**src/rtl/sba_pkg.sv**
```systemverilog
package sba_pkg;

   // Decoded contents of the stored mode word
   typedef struct packed {
      logic       single_wr;   // write-mode code 001
      logic [2:0] cas;         // read latency field
      logic       interleave;  // beat order select
      logic [2:0] len_code;    // burst length code
   } mode_t;

   localparam logic [2:0] LEN_1    = 3'b000;
   localparam logic [2:0] LEN_2    = 3'b001;
   localparam logic [2:0] LEN_4    = 3'b010;
   localparam logic [2:0] LEN_8    = 3'b011;
   localparam logic [2:0] LEN_PAGE = 3'b111;

   localparam logic [2:0] WMODE_SINGLE = 3'b001;

   localparam int MODE_BITS = 12;

endpackage

```
**src/rtl/sba_mode_reg.sv**
```systemverilog
module sba_mode_reg
   import sba_pkg::*;
(
   input  logic                 clk,
   input  logic                 rst_n,
   input  logic                 mode_set,
   input  logic [MODE_BITS-1:0] mode_word,
   output mode_t                mode
);

   always_ff @(posedge clk) begin
      if (!rst_n) begin
         mode <= '0;
      end else if (mode_set) begin
         mode.single_wr  <= (mode_word[11:9] == WMODE_SINGLE);
         mode.cas        <= mode_word[6:4];
         mode.interleave <= mode_word[3];
         mode.len_code   <= mode_word[2:0];
      end
   end

   // stored mode only moves on a mode write
   assert_mode_hold_R1: assert property (@(posedge clk) disable iff (!rst_n)
      !mode_set |=> $stable(mode));

endmodule

```
**src/rtl/sba_len_decode.sv**
```systemverilog
module sba_len_decode
   import sba_pkg::*;
#(
   parameter int COL_W = 8
)(
   input  logic [2:0]       len_code,
   output logic [COL_W-1:0] len_m1,
   output logic             full_page
);

   always_comb begin
      full_page = 1'b0;
      unique case (len_code)
         LEN_2:    len_m1 = COL_W'(1);
         LEN_4:    len_m1 = COL_W'(3);
         LEN_8:    len_m1 = COL_W'(7);
         LEN_PAGE: begin
            len_m1    = '1;
            full_page = 1'b1;
         end
         default:  len_m1 = '0;   // length 1, also reserved codes
      endcase
   end

endmodule

```
**src/rtl/sba_beat_seq.sv**
```systemverilog
module sba_beat_seq #(
   parameter int COL_W  = 8,
   parameter int BANK_W = 1
)(
   input  logic              clk,
   input  logic              rst_n,
   input  logic              cmd_valid,
   input  logic              cmd_write,
   input  logic [COL_W-1:0]  cmd_col,
   input  logic [BANK_W-1:0] cmd_bank,
   input  logic [COL_W-1:0]  new_len_m1,
   input  logic              new_inter,
   output logic              cur_valid,
   output logic [COL_W-1:0]  cur_idx,
   output logic [COL_W-1:0]  cur_start,
   output logic [COL_W-1:0]  cur_len_m1,
   output logic              cur_inter,
   output logic [BANK_W-1:0] cur_bank,
   output logic              cur_write,
   output logic              cur_last
);

   logic              act_q;
   logic [COL_W-1:0]  cnt_q;
   logic [COL_W-1:0]  start_q;
   logic [COL_W-1:0]  len_q;
   logic              inter_q;
   logic [BANK_W-1:0] bank_q;
   logic              write_q;

   // A command overrides stored burst state in its own cycle
   always_comb begin
      if (cmd_valid) begin
         cur_valid  = 1'b1;
         cur_idx    = '0;
         cur_start  = cmd_col;
         cur_len_m1 = new_len_m1;
         cur_inter  = new_inter;
         cur_bank   = cmd_bank;
         cur_write  = cmd_write;
      end else begin
         cur_valid  = act_q;
         cur_idx    = cnt_q;
         cur_start  = start_q;
         cur_len_m1 = len_q;
         cur_inter  = inter_q;
         cur_bank   = bank_q;
         cur_write  = write_q;
      end
      cur_last = cur_valid && (cur_idx == cur_len_m1);
   end

   always_ff @(posedge clk) begin
      if (!rst_n) begin
         act_q   <= 1'b0;
         cnt_q   <= '0;
         start_q <= '0;
         len_q   <= '0;
         inter_q <= 1'b0;
         bank_q  <= '0;
         write_q <= 1'b0;
      end else if (cmd_valid) begin
         act_q   <= (new_len_m1 != '0);
         cnt_q   <= COL_W'(1);
         start_q <= cmd_col;
         len_q   <= new_len_m1;
         inter_q <= new_inter;
         bank_q  <= cmd_bank;
         write_q <= cmd_write;
      end else if (act_q) begin
         cnt_q <= cnt_q + COL_W'(1);
         if (cnt_q == len_q) act_q <= 1'b0;
      end
   end

   // a running burst never indexes past its length
   assert_cnt_range_R3: assert property (@(posedge clk) disable iff (!rst_n)
      act_q |-> (cnt_q != '0) && (cnt_q <= len_q));

   // captured length holds for the remaining beats
   assert_len_hold_R10: assert property (@(posedge clk) disable iff (!rst_n)
      (act_q && !cmd_valid) |=> $stable(len_q) && $stable(inter_q));

endmodule

```
**src/rtl/sba_col_map.sv**
```systemverilog
module sba_col_map #(
   parameter int COL_W        = 8,
   parameter bit INTERLEAVE_EN = 1'b1
)(
   input  logic [COL_W-1:0] start,
   input  logic [COL_W-1:0] idx,
   input  logic [COL_W-1:0] len_m1,
   input  logic             inter,
   output logic [COL_W-1:0] col
);

   logic [COL_W-1:0] block_base;
   logic [COL_W-1:0] seq_off;

   assign block_base = start & ~len_m1;
   assign seq_off    = (start + idx) & len_m1;

   generate
      if (INTERLEAVE_EN) begin : g_both_orders
         logic [COL_W-1:0] int_off;
         assign int_off = (start ^ idx) & len_m1;
         assign col     = block_base | (inter ? int_off : seq_off);
      end else begin : g_seq_only
         logic unused_inter;
         assign unused_inter = inter;
         assign col          = block_base | seq_off;
      end
   endgenerate

endmodule

```
**src/rtl/sdram_burst_addr_gen.sv**
```systemverilog
module sdram_burst_addr_gen
   import sba_pkg::*;
#(
   parameter int COL_W         = 8,
   parameter int BANK_W        = 1,
   parameter bit INTERLEAVE_EN = 1'b1
)(
   input  logic              clk,
   input  logic              rst_n,
   input  logic              mode_set,
   input  logic [11:0]       mode_word,
   input  logic              cmd_valid,
   input  logic              cmd_write,
   input  logic [COL_W-1:0]  cmd_col,
   input  logic [BANK_W-1:0] cmd_bank,
   output logic              beat_valid,
   output logic [COL_W-1:0]  beat_col,
   output logic [BANK_W-1:0] beat_bank,
   output logic              beat_write,
   output logic              beat_last,
   output logic [2:0]        cas_latency
);

   generate
      if (COL_W < 3) begin : g_bad_col
         $error("COL_W must hold an 8-beat burst");
      end
      if (BANK_W < 1) begin : g_bad_bank
         $error("BANK_W must be at least 1");
      end
   endgenerate

   mode_t            mode;
   logic [COL_W-1:0] prog_len_m1;
   logic             full_page;
   logic [COL_W-1:0] new_len_m1;
   logic             new_inter;
   logic [COL_W-1:0] cur_idx;
   logic [COL_W-1:0] cur_start;
   logic [COL_W-1:0] cur_len_m1;
   logic             cur_inter;

   sba_mode_reg u_mode (
      .clk       (clk),
      .rst_n     (rst_n),
      .mode_set  (mode_set),
      .mode_word (mode_word),
      .mode      (mode)
   );

   sba_len_decode #(.COL_W(COL_W)) u_len (
      .len_code  (mode.len_code),
      .len_m1    (prog_len_m1),
      .full_page (full_page)
   );

   // Single-write mode collapses writes to one beat; full page is sequential
   assign new_len_m1 = (cmd_write && mode.single_wr) ? '0 : prog_len_m1;
   assign new_inter  = mode.interleave && !full_page;

   sba_beat_seq #(.COL_W(COL_W), .BANK_W(BANK_W)) u_seq (
      .clk        (clk),
      .rst_n      (rst_n),
      .cmd_valid  (cmd_valid),
      .cmd_write  (cmd_write),
      .cmd_col    (cmd_col),
      .cmd_bank   (cmd_bank),
      .new_len_m1 (new_len_m1),
      .new_inter  (new_inter),
      .cur_valid  (beat_valid),
      .cur_idx    (cur_idx),
      .cur_start  (cur_start),
      .cur_len_m1 (cur_len_m1),
      .cur_inter  (cur_inter),
      .cur_bank   (beat_bank),
      .cur_write  (beat_write),
      .cur_last   (beat_last)
   );

   sba_col_map #(.COL_W(COL_W), .INTERLEAVE_EN(INTERLEAVE_EN)) u_map (
      .start  (cur_start),
      .idx    (cur_idx),
      .len_m1 (cur_len_m1),
      .inter  (cur_inter),
      .col    (beat_col)
   );

   assign cas_latency = mode.cas;

   // command cycle shows the commanded column and bank
   assert_first_beat_R2: assert property (@(posedge clk) disable iff (!rst_n)
      cmd_valid |-> beat_valid && (beat_col == cmd_col) && (beat_bank == cmd_bank));

   // bank and direction hold across a burst
   assert_bank_hold_R2: assert property (@(posedge clk) disable iff (!rst_n)
      (beat_valid && !beat_last) |=>
         (cmd_valid || (beat_valid && $stable(beat_bank) && $stable(beat_write))));

   // nothing follows the final beat unless a command arrives
   assert_burst_end_R7: assert property (@(posedge clk) disable iff (!rst_n)
      (beat_valid && beat_last) |=> (cmd_valid || !beat_valid));

   // single-write writes are one beat long
   assert_single_write_R8: assert property (@(posedge clk) disable iff (!rst_n)
      (cmd_valid && cmd_write && mode.single_wr) |-> beat_last);

endmodule

```
**config.mk**
```make
export PLATFORM = sky130hd
export DESIGN_NAME = sdram_burst_addr_gen
export DESIGN_NICKNAME = d
export VERILOG_FILES = /design/src/rtl/sba_pkg.sv /design/src/rtl/sba_mode_reg.sv /design/src/rtl/sba_len_decode.sv /design/src/rtl/sba_beat_seq.sv /design/src/rtl/sba_col_map.sv /design/src/rtl/sdram_burst_addr_gen.sv
export SDC_FILE = /design/constraint.sdc
export NUM_CORES = 1
export LEC_CHECK = 0
export ABC_AREA = 1
export BUFFER_PORTS_ARGS = -buffer_cell sky130_fd_sc_hd__buf_2
export CAP_MARGIN = 40
export CELL_PAD_IN_SITES_DETAIL_PLACEMENT = 1
export CELL_PAD_IN_SITES_GLOBAL_PLACEMENT = 1
export CORE_UTILIZATION = 39
export DETAILED_ROUTE_END_ITERATION = 10
export GPL_ROUTABILITY_DRIVEN = 1
export MAX_ROUTING_LAYER = met4
export PLACE_DENSITY = 0.9
export SLEW_MARGIN = 10
export SYNTH_ARGS = -nofsm -noshare
export SYNTH_HDL_FRONTEND = slang
export SYNTH_SLANG_ARGS = --single-unit
```
**constraint.sdc**
```tcl
create_clock -name clk -period 4 [get_ports clk]
set_clock_uncertainty 0.2 [all_clocks]
set_input_delay 0.8 -clock clk [delete_from_list [all_inputs] [get_ports clk]]
set_output_delay 0.8 -clock clk [all_outputs]
set_load 0.01 [all_outputs]
```
==> flow_summary.ini <==
[placement]
post-place-ws_ns = 0.126
place.gp.congestion = 0.875
dpl-instance-area_mm2 = 0.00241
count_of_input_and_output_buffers = 38
detailed_place_hpwl_um = 4550

[worst_setup_path]
critical_path.most_common_cell = nand2_1
worst_path_largest_cell_delay_ns = 0.35
crit_path_top_delay_cell = fa_2
required_ns = 3.00
worstSetupEndpointType = output port
timing.critical_path.cells = clkbuf_4, inv_6, or2_2, o21ai_2, inv_1, ha_2, inv_1, fa_2, inv_1, nand4_1, o211ai_1, nand2_1, nand2_1, nand2_1, nand2_1, nand2_1, buf_2
cp.arrival_ns = 2.86
worst_setup_path_start_kind = primary input
critical_path_class = primary input to output port
worstPathMaxFanout = 10

[route]
wl_per_cell_um = 14.2
vias = 2207
remaining_drc_errors = 0
first_pass_iters = 4
final_antenna_net_count = 0
postRouteWirelength_um = 6190
dr.first_iter.drc_count = 99
routed_via_density = 5.07

[clock_tree]
tritoncts = yes
numCtsBuffers = 5
clk-insertion-delay-late_ns = 0.29
cts.path.max_buffers = 2
clock_tree.root_cell = clkbuf_8
worst_setup_hold_path_clk_slew_ns = 0.08
cts_max_level = 2
clock_sinks = 36
postCtsSetupRepairBufs = 0
cts_hold_repair.buffers = 0

[yosys]
synth_enable_flop_cells = 0
synth.top_cell.area_share_pct = 33.3
synth-seq-cells = 36
synth_area_leaders = dfxtp_1 33%, nand2_1 13%, nor2_1 8.2%
synth_cell_type_count = 35
synthMostInstantiatedCell = nand2_1
synth_top_cells_by_count = 72 x nand2_1, 47 x nor2_1, 44 x inv_1
cell_area_synth_mm2 = 0.00216
async_reset_ff_share_pct = 0
synth.net_count = 359
postSynthAreaPerCell_um2 = 6.67
synth-seq-area-share_pct = 33.3
synthDominantAreaCellType = dfxtp_1
synth-main-ff-cell = dfxtp_1
count_of_mapped_cells_out_of_synthesis = 324
synth.yosys.warnings = 0

[layout]
finalNetCount = 399
layout.cell_area.non_filler_mm2 = 0.00257
share_of_post_route_cells_with_drive_strength_above_1_pct = 18.6
synthToLayoutAreaGrowth_pct = 18.9
diodes = 0

[run_status]
status = completed

[power_and_ir_drop]
switchingPower_uw = 251
share_seq_of_total_power_pct = 44.0
internal-power_uw = 621
netSwitchingFraction_pct = 28.8
ir_drop_mv = 0.206
cellPowerDensity_mw_per_mm2 = 339
cellLeakagePower_nw = 1.20
power.share.clock_pct = 38.6
power.share.combinational_pct = 17.4

[floorplan]
die-area_mm2 = 0.00585
io_pins = 41
die_w_um = 76.5
rows = 26
floorplan.initialDensity_pct = 41.3
chipHeight_um = 76.5
core_area_mm2 = 0.00524

[global_routing]
grt.met3_usage_pct = 3.35
grt_start_max_net_pins = 32
grt_pass1_wl_um = 10400
grtUsageMet1_pct = 26.3
number_of_antenna_violations_at_the_first_check_in_global_routing = 0
gr-usage-met2_pct = 40.6
gr-total-overflow = 0
first_global_vias = 2247
top_usage_layer = met2
groute.usage.overall_pct = 23.0

[min_path]
timing.hold.worst.class = register to register

[sta]
drv_slew = 0
finalHoldViolations = 0
achievable-frequency_mhz = 259
final_critical_period_ns = 3.86
worst_slew_margin_rel_pct = 69.8
tightest_slew_ns = 0.452
timing.final.setup_violations = 0
timing.final.crit_share_pct = 96.4
fin_ws_ns = 0.143

[run]
drv.max_cap_violation_count = 0
-- per-stage QoR --
| step | setup TNS (ns) | utilization [%] | hold slack (ns) | total power, mW | cells |
|---|---|---|---|---|---|
| 6_report | 0 | 49.1 | 0.284 | 0.872 | 435 |
| 5_1_grt | -0.101 | 49.1 | 0.319 | 0.913 | 435 |
| 4_1_cts | 0 | 48.3 | 0.290 | 0.873 | 434 |
| 3_5_place_dp | 0 | 46.1 | 0.280 | 0.537 | 426 |
| 3_3_place_gp | 0 | 46.1 | 0.254 | 0.530 | 426 |
| 2_1_floorplan | 0 | - | 0.246 | 0.486 | 324 |
-- routing by layer --
layer | share of wire, % | routed length [um] | up-vias
met2 | 50 | 3130 | 50
met1 | 44 | 2750 | 1038
met3 | 3.0 | 186 | 13
met5 | 0 | 0 | -
li1 | - | - | 1106
met4 | 2.2 | 137 | 0
-- kinds of logic after synthesis --
kind of cell / after synthesis / synth area share [%]
flip-flops: 36 / 33.3
XOR/XNOR: 9 / 3.65
buffers and inverters: 60 / 11.7
AND/OR/NAND/NOR: 149 / 28.7
adder cells (fa/ha/maj): 9 / 5.56
AO/OA/AOI/OAI: 61 / 17.1
-- sequential cells by signal (all words and copies together), names as in the netlist --
signal and flops:
u_seq.len_q 8, u_seq.inter_q 1, u_seq.cnt_q 8, u_seq.write_q 1, u_seq.start_q 8, u_seq.act_q 1, u_mode.mode 8, u_seq.bank_q 1
-- cells in the final DEF, fill, tap and decap left out, types with 3 or more instances in the layout --
cell type / netlist / final
nand2_1: 72 / 72
nor2_1: 47 / 47
inv_1: 44 / 44
buf_2: 1 / 37
dfxtp_1: 36 / 36
o21ai_0: 20 / 19
a21oi_1: 19 / 18
nand3_1: 13 / 13
o21ai_1: 7 / 8
xnor2_1: 7 / 7
ha_1: 8 / 7
o21ai_2: 5 / 5
nor3_1: 5 / 5
clkbuf_8: 0 / 5
inv_2: 5 / 4
or2_1: 3 / 3
or2_0: 3 / 3
-- power groups by stage --
stage                     Combinational, mW  Sequential (mW)  Clock, mW
final                                 0.152            0.383      0.337
after global routing                  0.170            0.385      0.357
after CTS                             0.147            0.383      0.343
after detailed placement              0.145            0.392          0
after global placement                0.139            0.391          0
after floorplan                      0.0966            0.389          0
-- what timing repair did --
item	CTS	global route
resized for setup	1	6
gates cloned	0	1
setup endpoints to repair	1	3
-- layout make-up --
cell class              count  area (um2)
clock buffers               5        68.8
well taps                  70        87.6
flip-flops and latches     36         721
inverters                  51         196
clock inverters             3        46.3
fillers                   701        2670
repair buffers             42         253
multi-input cells         228        1200
-- path summary, 6_finish.rpt --
check,end,start,cells after the start,slack [ns]
setup reg to reg,u_seq.cnt_q[5],u_seq.cnt_q[0],7,2.45
hold / removal,u_seq.write_q,u_seq.write_q,2,0.28
hold reg to reg,u_seq.write_q,u_seq.write_q,2,0.28
setup / recovery,beat_col[6],cmd_valid,17,0.14
-- worst max-delay path: cells and delay by family --
kind                     cells  cell delay (ns)
adder cells (fa/ha/maj)      2             0.55
AO/OA/AOI/OAI                2             0.23
AND/OR/NAND/NOR              7             0.65
buffers and inverters        6             0.61
Power figures use the tool's default switching activity.
